--- config.mk ---
export PLATFORM = sky130hd
export DESIGN_NAME = uart_frame_tx
export DESIGN_NICKNAME = d
export VERILOG_FILES = /design/src/rtl/uart_tx_pkg.sv /design/src/rtl/tx_enable_gate.sv /design/src/rtl/tx_bit_timer.sv /design/src/rtl/tx_frame_former.sv /design/src/rtl/uart_frame_tx.sv
export SDC_FILE = /design/constraint.sdc
export NUM_CORES = 1
export LEC_CHECK = 0
export ABC_AREA = 1
export CORE_MARGIN = 10
export CORE_UTILIZATION = 27
export CTS_CLUSTER_SIZE = 20
export DETAILED_ROUTE_END_ITERATION = 6
export DONT_BUFFER_PORTS = 1
export SLEW_MARGIN = 25
export SYNTH_ARGS = -nofsm -noshare
export SYNTH_HDL_FRONTEND = slang
export SYNTH_SLANG_ARGS = --single-unit
--- constraint.sdc ---
create_clock -name clk -period 2 [get_ports clk]
set_clock_uncertainty 0.15 [all_clocks]
set_input_delay 0.3 -clock clk [delete_from_list [all_inputs] [get_ports clk]]
set_output_delay 0.3 -clock clk [all_outputs]
set_load 0.03 [all_outputs]
--- src/rtl/uart_tx_pkg.sv ---
package uart_tx_pkg;

  typedef enum logic [1:0] {
    PAR_NONE = 2'b00,
    PAR_ZERO = 2'b01,
    PAR_ODD  = 2'b10,
    PAR_EVEN = 2'b11
  } par_mode_e;

  // Parity bit value given the mode and whether the sent data has an odd count of ones.
  function automatic logic par_value(par_mode_e mode, logic ones_odd);
    case (mode)
      PAR_ODD:  return ~ones_odd;
      PAR_EVEN: return ones_odd;
      default:  return 1'b0;
    endcase
  endfunction

endpackage

--- src/rtl/tx_enable_gate.sv ---
module tx_enable_gate (
  input  logic clk,
  input  logic rst,
  input  logic base_tick,
  input  logic pwr_on,
  input  logic tx_en,
  output logic live
);
  logic en_q;
  logic kill;

  assign kill = base_tick & ~(pwr_on & tx_en);
  assign live = en_q & ~kill;

  always_ff @(posedge clk) begin
    if (rst)            en_q <= 1'b0;
    else if (base_tick) en_q <= pwr_on & tx_en;
  end

  assert_reenable_R10: assert property (@(posedge clk) disable iff (rst)
    (!en_q && base_tick && pwr_on && tx_en) |=> en_q);

  assert_tick_low_clears_R9: assert property (@(posedge clk) disable iff (rst)
    (base_tick && !(pwr_on && tx_en)) |=> !en_q);

endmodule

--- src/rtl/tx_bit_timer.sv ---
module tx_bit_timer #(
  parameter int TICKS_PER_BIT = 16
) (
  input  logic clk,
  input  logic rst,
  input  logic clr,
  input  logic run,
  input  logic tick,
  output logic bit_end
);
  localparam int TW = $clog2(TICKS_PER_BIT + 1);
  localparam logic [TW-1:0] LAST = TW'(TICKS_PER_BIT - 1);

  logic [TW-1:0] cnt_q;

  assign bit_end = run & tick & (cnt_q == LAST);

  always_ff @(posedge clk) begin
    if (rst || clr || !run) cnt_q <= '0;
    else if (tick) begin
      if (cnt_q == LAST) cnt_q <= '0;
      else               cnt_q <= cnt_q + 1'b1;
    end
  end

  assert_count_range_R2: assert property (@(posedge clk) disable iff (rst)
    cnt_q <= LAST);

endmodule

--- src/rtl/tx_frame_former.sv ---
module tx_frame_former
  import uart_tx_pkg::*;
#(
  parameter int DATA_W  = 8,
  parameter int FRAME_W = DATA_W + 4,
  parameter int CNT_W   = $clog2(FRAME_W + 1)
) (
  input  logic [DATA_W-1:0]  data,
  input  par_mode_e          mode,
  input  logic               len_full,
  input  logic               stop_two,
  output logic [FRAME_W-1:0] frame,
  output logic [CNT_W-1:0]   nbits
);
  logic [DATA_W-1:0] sent;
  int unsigned       pos;

  always_comb begin
    sent = data;
    if (!len_full) sent[DATA_W-1] = 1'b0;
    frame    = '1;
    frame[0] = 1'b0;
    for (int i = 0; i < DATA_W; i++) begin
      if (len_full || i < DATA_W - 1) frame[i+1] = data[i];
    end
    pos = len_full ? DATA_W + 1 : DATA_W;
    if (mode != PAR_NONE) begin
      frame[pos] = par_value(mode, ^sent);
      pos = pos + 1;
    end
    nbits = CNT_W'(pos + (stop_two ? 2 : 1));
  end

  assert_len_bounds_R5: assert final (nbits >= CNT_W'(DATA_W + 1) && nbits <= CNT_W'(FRAME_W));

endmodule

--- src/rtl/uart_frame_tx.sv ---
module uart_frame_tx
  import uart_tx_pkg::*;
#(
  parameter int DATA_W        = 8,
  parameter int TICKS_PER_BIT = 16
) (
  input  logic              clk,
  input  logic              rst,
  input  logic              pwr_on,
  input  logic              tx_en,
  input  logic [1:0]        par_sel,
  input  logic              len8,
  input  logic              stop2,
  input  logic              base_tick,
  input  logic              wr_stb,
  input  logic [DATA_W-1:0] wr_data,
  output logic              txd,
  output logic              busy,
  output logic              done
);
  localparam int FRAME_W = DATA_W + 4;
  localparam int CNT_W   = $clog2(FRAME_W + 1);

  logic               live;
  logic               bit_end;
  logic               accept;
  logic [FRAME_W-1:0] frame_w;
  logic [CNT_W-1:0]   nbits_w;

  logic [FRAME_W-1:0] frame_q;
  logic [CNT_W-1:0]   left_q;
  logic               busy_q;
  logic               done_q;
  logic               txd_q;

  tx_enable_gate u_gate (
    .clk       (clk),
    .rst       (rst),
    .base_tick (base_tick),
    .pwr_on    (pwr_on),
    .tx_en     (tx_en),
    .live      (live)
  );

  tx_frame_former #(.DATA_W(DATA_W), .FRAME_W(FRAME_W), .CNT_W(CNT_W)) u_form (
    .data     (wr_data),
    .mode     (par_mode_e'(par_sel)),
    .len_full (len8),
    .stop_two (stop2),
    .frame    (frame_w),
    .nbits    (nbits_w)
  );

  tx_bit_timer #(.TICKS_PER_BIT(TICKS_PER_BIT)) u_timer (
    .clk     (clk),
    .rst     (rst),
    .clr     (~live | accept),
    .run     (busy_q),
    .tick    (base_tick),
    .bit_end (bit_end)
  );

  assign accept = live & wr_stb & ~busy_q;

  always_ff @(posedge clk) begin
    if (rst || !live) begin
      frame_q <= '1;
      left_q  <= '0;
      busy_q  <= 1'b0;
      done_q  <= 1'b0;
      txd_q   <= 1'b1;
    end else begin
      done_q <= 1'b0;
      if (accept) begin
        frame_q <= frame_w;
        left_q  <= nbits_w - 1'b1;
        busy_q  <= 1'b1;
        txd_q   <= frame_w[0];
      end else if (busy_q && bit_end) begin
        if (left_q == '0) begin
          busy_q <= 1'b0;
          done_q <= 1'b1;
          txd_q  <= 1'b1;
        end else begin
          frame_q <= {1'b1, frame_q[FRAME_W-1:1]};
          txd_q   <= frame_q[1];
          left_q  <= left_q - 1'b1;
        end
      end
    end
  end

  assign txd  = txd_q;
  assign busy = busy_q;
  assign done = done_q;

  assert_idle_high_R1: assert property (@(posedge clk) disable iff (rst)
    !busy_q |-> txd_q);

  assert_start_low_R2: assert property (@(posedge clk) disable iff (rst)
    $rose(busy_q) |-> !txd_q);

  assert_done_single_R6: assert property (@(posedge clk) disable iff (rst)
    done_q |=> !done_q);

  assert_done_closes_busy_R6: assert property (@(posedge clk) disable iff (rst)
    done_q |-> (!busy_q && $past(busy_q)));

  assert_busy_write_ignored_R7: assert property (@(posedge clk) disable iff (rst)
    (busy_q && wr_stb && !bit_end) |=> ($stable(left_q) || !busy_q));

  assert_clear_on_disable_R9: assert property (@(posedge clk) disable iff (rst)
    $past(!live) |-> (!busy_q && txd_q && !done_q));

endmodule

==> results of run 1 <==
## sequential cells by signal, indices dropped and copies added, names as in the netlist
register	flops
u_gate.en_q	1
u_timer.cnt_q	5
left_q	4
frame_q	9
busy	1
done	1
txd	1
## layer usage
layer	GRT usage (%)	vias to the layer above	part of all wire [%]
met4	3.655	0	2.5
met5	0	-	0
li1	-	669	-
met3	1.975	4	7.2
met1	8.470	511	52
met2	9.182	28	39
## final cells by class
type	instances	area [µm²]
Fill cell	550	3258
Inverter	38	145.1
Clock buffer	4	55.05
Sequential cell	22	442.9
Tap cell	67	83.83
Timing Repair Buffer	9	70.07
Multi-Input combinational cell	141	762.0
## repair_timing
item / in CTS / in global routing
resized for setup: 0 / 3
hold buffers: 1 / 0
hold endpoints to repair: 1 / 0
setup buffers: 0 / 2
setup endpoints to repair: 0 / 2
## worst max-delay path by stage
stage / startpoint / cells past startpoint / to / slack, ns
after floorplan: par_sel[1] / 12 / left_q[2] / 0.03
after global placement: par_sel[1] / 12 / left_q[2] / -0.004
after detailed placement: par_sel[1] / 12 / left_q[2] / -0.04
after CTS: u_timer.cnt_q[0] / 8 / left_q[1] / 0.15
after global routing: u_timer.cnt_q[0] / 8 / left_q[1] / -0.01
final: u_timer.cnt_q[0] / 8 / left_q[1] / 0.12
## worst max-delay path, delay by kind of cell, from the launching register on
family / cells / cell delay, ns
adders and majority gates: 1 / 0.17
and+or+nand+nor: 4 / 0.74
DFF: 1 / 0.36
AOI/OAI and AO/OA: 2 / 0.26
buffers and inverters: 1 / 0.10
## cells in the final DEF, fill, tap and decap left out, drive strengths merged
cell,instances
xor2,2
nor2,8
nand3,15
inv,38
a211oi,3
nand2,69
dlygate4sd3,1
o21ai,15
nor3,4
mux2i,1
o221ai,1
dfxtp,22
or2,1
o22ai,1
fa,1
clkbuf,4
a31oi,1
ha,7
a21oi,9
buf,8
nand4,3
## logic make-up (layout without fill, tap and decap cells)
| group | Yosys count | count (layout) |
|---|---|---|
| AOI/OAI and AO/OA | 30 | 30 |
| xor gates and xnor gates | 2 | 2 |
| adders and majority gates | 8 | 8 |
| buffers and inverters | 43 | 51 |
| DFF | 22 | 22 |
| muxes | 1 | 1 |
| and+or+nand+nor | 100 | 100 |
## where the power goes
part	internal (W)	total, W	switching, W
clock	0.000175	0.000319	0.000144
sequential	0.000440	0.000442	0.00000169
combinational	0.0000404	0.000104	0.0000638
total	0.000656	0.000865	0.000209
## through the flow
stage | worst slack [ns] | instances
after CTS | 0.1539 | 279
after global routing | -0.01139 | 281
after floorplan | 0.02828 | 206
after detailed placement | -0.03812 | 274
after global placement | -0.003869 | 274
final | 0.1186 | 281
==> results.ini, run 1 <==
[route]
routed_wl_mm=2.696
ant_nets=0
drc=0
vias_per_cell=4.313
vias=1212
drt_iter0_markers=48
wl_per_cell_um=9.594
first_pass_iters=4

[synth]
synth_area_um2=1376
synth_compound_area_share_pct=13.00
synthTopCellsByArea=dfxtp_1, nand2_1, inv_1, ha_1, nand3_1
synth-edff-count=0
yosysMostFrequentCell=nand2_1
postSynthAreaPerCell_um2=6.681
synth_top_cell_by_area=dfxtp_1
synth_top_family_by_area=simple AND/OR/NAND/NOR gates
synth_mux_area_share_pct=0.7273
synth_seq_cells=22
synth_ff_type=dfxtp_1
yosys.cell_types.count=30
synthSimpleGateAreaFrac_pct=31.91
seq_area_frac_synth_pct=32.00
synthTopCellsByCount=nand2_1, inv_1, dfxtp_1
synth_top_area_share_pct=32.00
synthCells=206
syn_nets=232
synthAdderAreaFrac_pct=7.818
synth_warnings=0
async_reset_ff_share_pct=0
synth_xor_area_share_pct=1.273

[clocking]
cts.clk_slew.worst_paths_ns=0.08
cts-root-buf=clkbuf_8
htree_levels=1
cts_buffer_depth=2
numCtsBuffers=3
cts_tree=yes
cts.sink_count=22
clk_latency_ns=0.26

[floorplanning]
dieHeight_um=91.40
die_area_um2=8353
coreArea_um2=4817
fp-row-count=25
start_util_pct=28.57
io-pin-count=21
die_w_um=91.40

[finish]
final_util_pct=32.36
area_growth_pct=13.27
layout.nets=241
drive_gt1_share_pct=12.15
antennaDiodeCount=0
final_area_um2=1559

[setup_path]
start_kind=flip-flop
crit_chain=ha_1 > nand4_1 > nor3_4 > nand2_2 > nand2_8 > inv_4 > o21ai_0 > a21oi_1
crit_arrival_ns=1.88
reg2reg_slack_ns=0.12
r2r_cells=8
rr_endpoint=left_q[1]
rr_startpoint=u_timer.cnt_q[0]
critPathMaxFanout=13
critPathSlowestCell=dfxtp_2
slowest_delay_ns=0.36
end_kind=flip-flop
worstSetupPathType=flip-flop to flip-flop
crit_required_ns=2.00

[sta]
hold_viol_final=0
fmax_mhz=531.5
holdWs_ns=0.02618
relSlewSlack_pct=70.91
finalSetupViolations=0
fin_crit_sh_pct=94.07
finalSetupTns_ns=0
fin_crit_ns=1.881
worst_pin_slew_ns=0.4354
slew_violations=0

[global_routing]
antenna_found_initial=0
grt_max_degree=16
grt_usage_pct=6.495
overflow=0
grt_pass1_vias=1077
grt_pass1_wl_mm=4.712

[place]
dpl.hpwl_mm=2.074
portBuffers=0
placed_cell_area_um2=1468
routabilityCongestion=0.7584

[min_path]
whs_path_depth=2
hp-class=input port to flip-flop
hp-start=base_tick
worstHoldEndpoint=u_timer.cnt_q[1]

[run_status]
status=finished, final reports clean

[power]
cellPowerDensity_nw_per_um2=555.0
power_leakage_nw=0.7862
ir_drop_v=0.0002882
power_w=0.0008653

[job]
maxCapViolations=0

Note: power is estimated with default switching activity, not from simulation.
==> run 2: changes to the inputs <==
--- a/config.mk
+++ b/config.mk
@@ -14,4 +14,5 @@
 export SLEW_MARGIN = 25
 export SYNTH_ARGS = -nofsm -noshare
 export SYNTH_HDL_FRONTEND = slang
+export SYNTH_HIERARCHICAL = 1
 export SYNTH_SLANG_ARGS = --single-unit
==> results.ini, run 2 <==
[sta]
fin_crit_sh_pct=98.29  ; was 94.07%
slew_violations=0  ; unchanged
finalSetupViolations=0  ; unchanged
finalSetupTns_ns=0  ; unchanged
fmax_mhz=508.7  ; was 531.5 MHz
fin_crit_ns=1.966  ; was 1.881 ns
rsz0062_at_grt=yes
hold_viol_final=0  ; unchanged

[clocking]
cts_tree=yes  ; unchanged
cts.sink_count=24  ; was 22
cts.clk_slew.worst_paths_ns=0.09  ; was 0.08 ns
clk_latency_ns=0.27  ; was 0.26 ns
cts-root-buf=clkbuf_8  ; unchanged
cts_buffer_depth=2  ; unchanged
numCtsBuffers=3  ; unchanged
htree_levels=1  ; unchanged
post_cts_buffers=0  ; unchanged

[synth]
async_reset_ff_share_pct=0  ; unchanged
synth-edff-count=0  ; unchanged
yosys.cell_types.count=30  ; unchanged
synth_ff_type=dfxtp_1  ; unchanged
synth_area_um2=1582  ; was 1376 µm²
synthCells=236  ; was 206
synthTopCellsByArea=dfxtp_1, nand2_1, inv_1, nand3_1, buf_4  ; was dfxtp_1, nand2_1, inv_1, ha_1, nand3_1
synth_seq_cells=24  ; was 22
synthTopCellsByCount=nand2_1, inv_1, dfxtp_1  ; unchanged
seq_area_frac_synth_pct=30.38  ; was 32.00%
synth_warnings=6  ; was 0
synth_top_cell_by_area=dfxtp_1  ; unchanged
postSynthAreaPerCell_um2=6.701  ; was 6.681 µm²
yosysMostFrequentCell=nand2_1  ; unchanged
synth_top_area_share_pct=30.38  ; was 32.00%

[finish]
regMostFlops=frame_q  ; unchanged
layout_commonest_cell=nand2_1  ; unchanged
drive_gt1_share_pct=17.09  ; was 12.15%
fillers=619  ; was 550
antennaDiodeCount=0  ; unchanged
layout.nets=258  ; was 241
fin_cells=306  ; was 281
top_regs=frame_q (11), u_timer/cnt_q (5), left_q (4)  ; was frame_q (9), u_timer.cnt_q (5), left_q (4)
final_cell_mix=nand2_1, inv_1, dfxtp_1  ; unchanged
largest_reg_flops=11  ; was 9
area_growth_pct=9.968  ; was 13.27%

[global_routing]
grt_pass1_wl_mm=5.623  ; was 4.712 mm
grt_usage_pct=7.390  ; was 6.495%
grt_max_degree=18  ; was 16
antenna_found_initial=0  ; unchanged
overflow=0  ; unchanged
grt_pass1_vias=1264  ; was 1077

[floorplanning]
coreArea_um2=5608  ; was 4817 µm²
fp-row-count=27  ; was 25
start_util_pct=28.20  ; was 28.57%
die_w_um=96.54  ; was 91.40 µm
dieHeight_um=96.54  ; was 91.40 µm
io-pin-count=21  ; unchanged
die_area_um2=9319  ; was 8353 µm²

[power]
ir_drop_v=0.0003274  ; was 0.0002882 V
power_leakage_nw=0.8559  ; was 0.7862 nW
cellPowerDensity_nw_per_um2=600.0  ; was 555.0 nW/µm²

[setup_path]
worstSetupPathType=input port to flip-flop  ; was flip-flop to flip-flop
critPathMaxFanout=3  ; was 13
end_kind=flip-flop  ; unchanged
crit_arrival_ns=2.00  ; was 1.88 ns
start_kind=input port  ; was flip-flop
crit_required_ns=2.04  ; was 2.00 ns

[route]
routed_wl_mm=3.123  ; was 2.696 mm
first_pass_iters=5  ; was 4
vias_per_cell=4.297  ; was 4.313
vias=1315  ; was 1212
ant_nets=0  ; unchanged
drc=0  ; unchanged
wl_per_cell_um=10.21  ; was 9.594 µm
drt_iter0_markers=67  ; was 48

[min_path]
hp-class=input port to flip-flop  ; unchanged

[job]
maxCapViolations=0  ; unchanged

[run_status]
status=finished, final reports clean  ; unchanged

[place]
place_inst=302  ; was 274
routabilityCongestion=0.7270  ; was 0.7584
dpl.hpwl_mm=2.442  ; was 2.074 mm
portBuffers=0  ; unchanged

-- run 2: metal layers --
metal | global-route usage, % | vias up | share of wire [%]
li1 | - | 721 | -
met1 | 9.937 | 565 | 52
met2 | 10.36 | 27 | 38
met3 | 3.238 | 2 | 10
met4 | 2.179 | 0 | 0.48
met5 | 0 | - | 0
-- run 2: final timing paths --
| path | depth (start not counted) | endpoint | startpoint | slack (ns) |
|---|---|---|---|---|
| max reg2reg | 13 | left_q[2] | u_timer/cnt_q[0] | 0.20 |
| min | 2 | busy | wr_stb | 0.02 |
| min reg2reg | 2 | u_timer/cnt_q[4] | u_timer/cnt_q[4] | 0.30 |
| max | 12 | left_q[2] | par_sel[1] | 0.03 |
-- run 2: layout make-up --
class	instances	area, µm²	share of cell area, %
Multi-Input combinational cell	159	887.1	51.01
Clock buffer	3	41.29	2.374
Clock inverter	1	30.03	1.727
Inverter	38	142.6	8.201
Timing Repair Buffer	9	67.56	3.885
Tap cell	72	90.09	5.180
Sequential cell	24	480.5	27.63
-- run 2: cells by family after synthesis --
group	after synthesis	synth area share, %
xor gates and xnor gates	3	1.662
DFF	24	30.38
buffers and inverters	55	16.69
other	2	0.4749
and+or+nand+nor	123	35.76
AOI/OAI and AO/OA	24	10.60
adders and majority gates	5	4.431
-- run 2: metrics by stage --
step | power (W) | hold slack (ns) | setup WS, ns | utilization, % | cell area (µm²)
5_1_grt | 0.001092 | 0.01505 | -0.03981 | 31.01 | 1739
2_1_floorplan | 0.0006118 | 0.2784 | -0.2134 | - | 1632
3_5_place_dp | 0.0006195 | 0.2914 | -0.2675 | 29.74 | 1668
6_report | 0.001043 | 0.02010 | 0.03418 | 31.01 | 1739
4_1_cts | 0.001057 | 0.006914 | 0.03484 | 31.01 | 1739
3_3_place_gp | 0.0006194 | 0.2868 | -0.2472 | 29.74 | 1668
-- run 2: what timing repair did --
| action | CTS | global route |
|---|---|---|
| hold buffers | 0 | 0 |
| gates resized for setup | 0 | 0 |
| setup endpoints to repair | 0 | 5 |
-- run 2: power breakdown --
| part | total (W) | internal (W) | switching (W) |
|---|---|---|---|
| logic | 0.000127 | 0.0000550 | 0.0000716 |
| clock network | 0.000435 | 0.000268 | 0.000167 |
| registers | 0.000482 | 0.000480 | 0.00000175 |
-- run 2: critical path: stages --
cell,delay [ns]
or2_4,0.24
ha_4,0.22
ha_4,0.15
fa_1,0.47
inv_1,0.03
nand2_1,0.06
nand2_2,0.08
ha_4,0.16
xor2_1,0.12
nand2_1,0.06
nand3_1,0.06
inv_1,0.04
==> run 3: changes to the inputs <==
--- a/config.mk
+++ b/config.mk
@@ -8,6 +8,7 @@
 export ABC_AREA = 1
 export CORE_MARGIN = 10
 export CORE_UTILIZATION = 27
+export CTS_CLUSTER_DIAMETER = 100
 export CTS_CLUSTER_SIZE = 20
 export DETAILED_ROUTE_END_ITERATION = 6
 export DONT_BUFFER_PORTS = 1
==> results of run 3 <==
Final layout, timing and power as in run 2 (identical DEF).
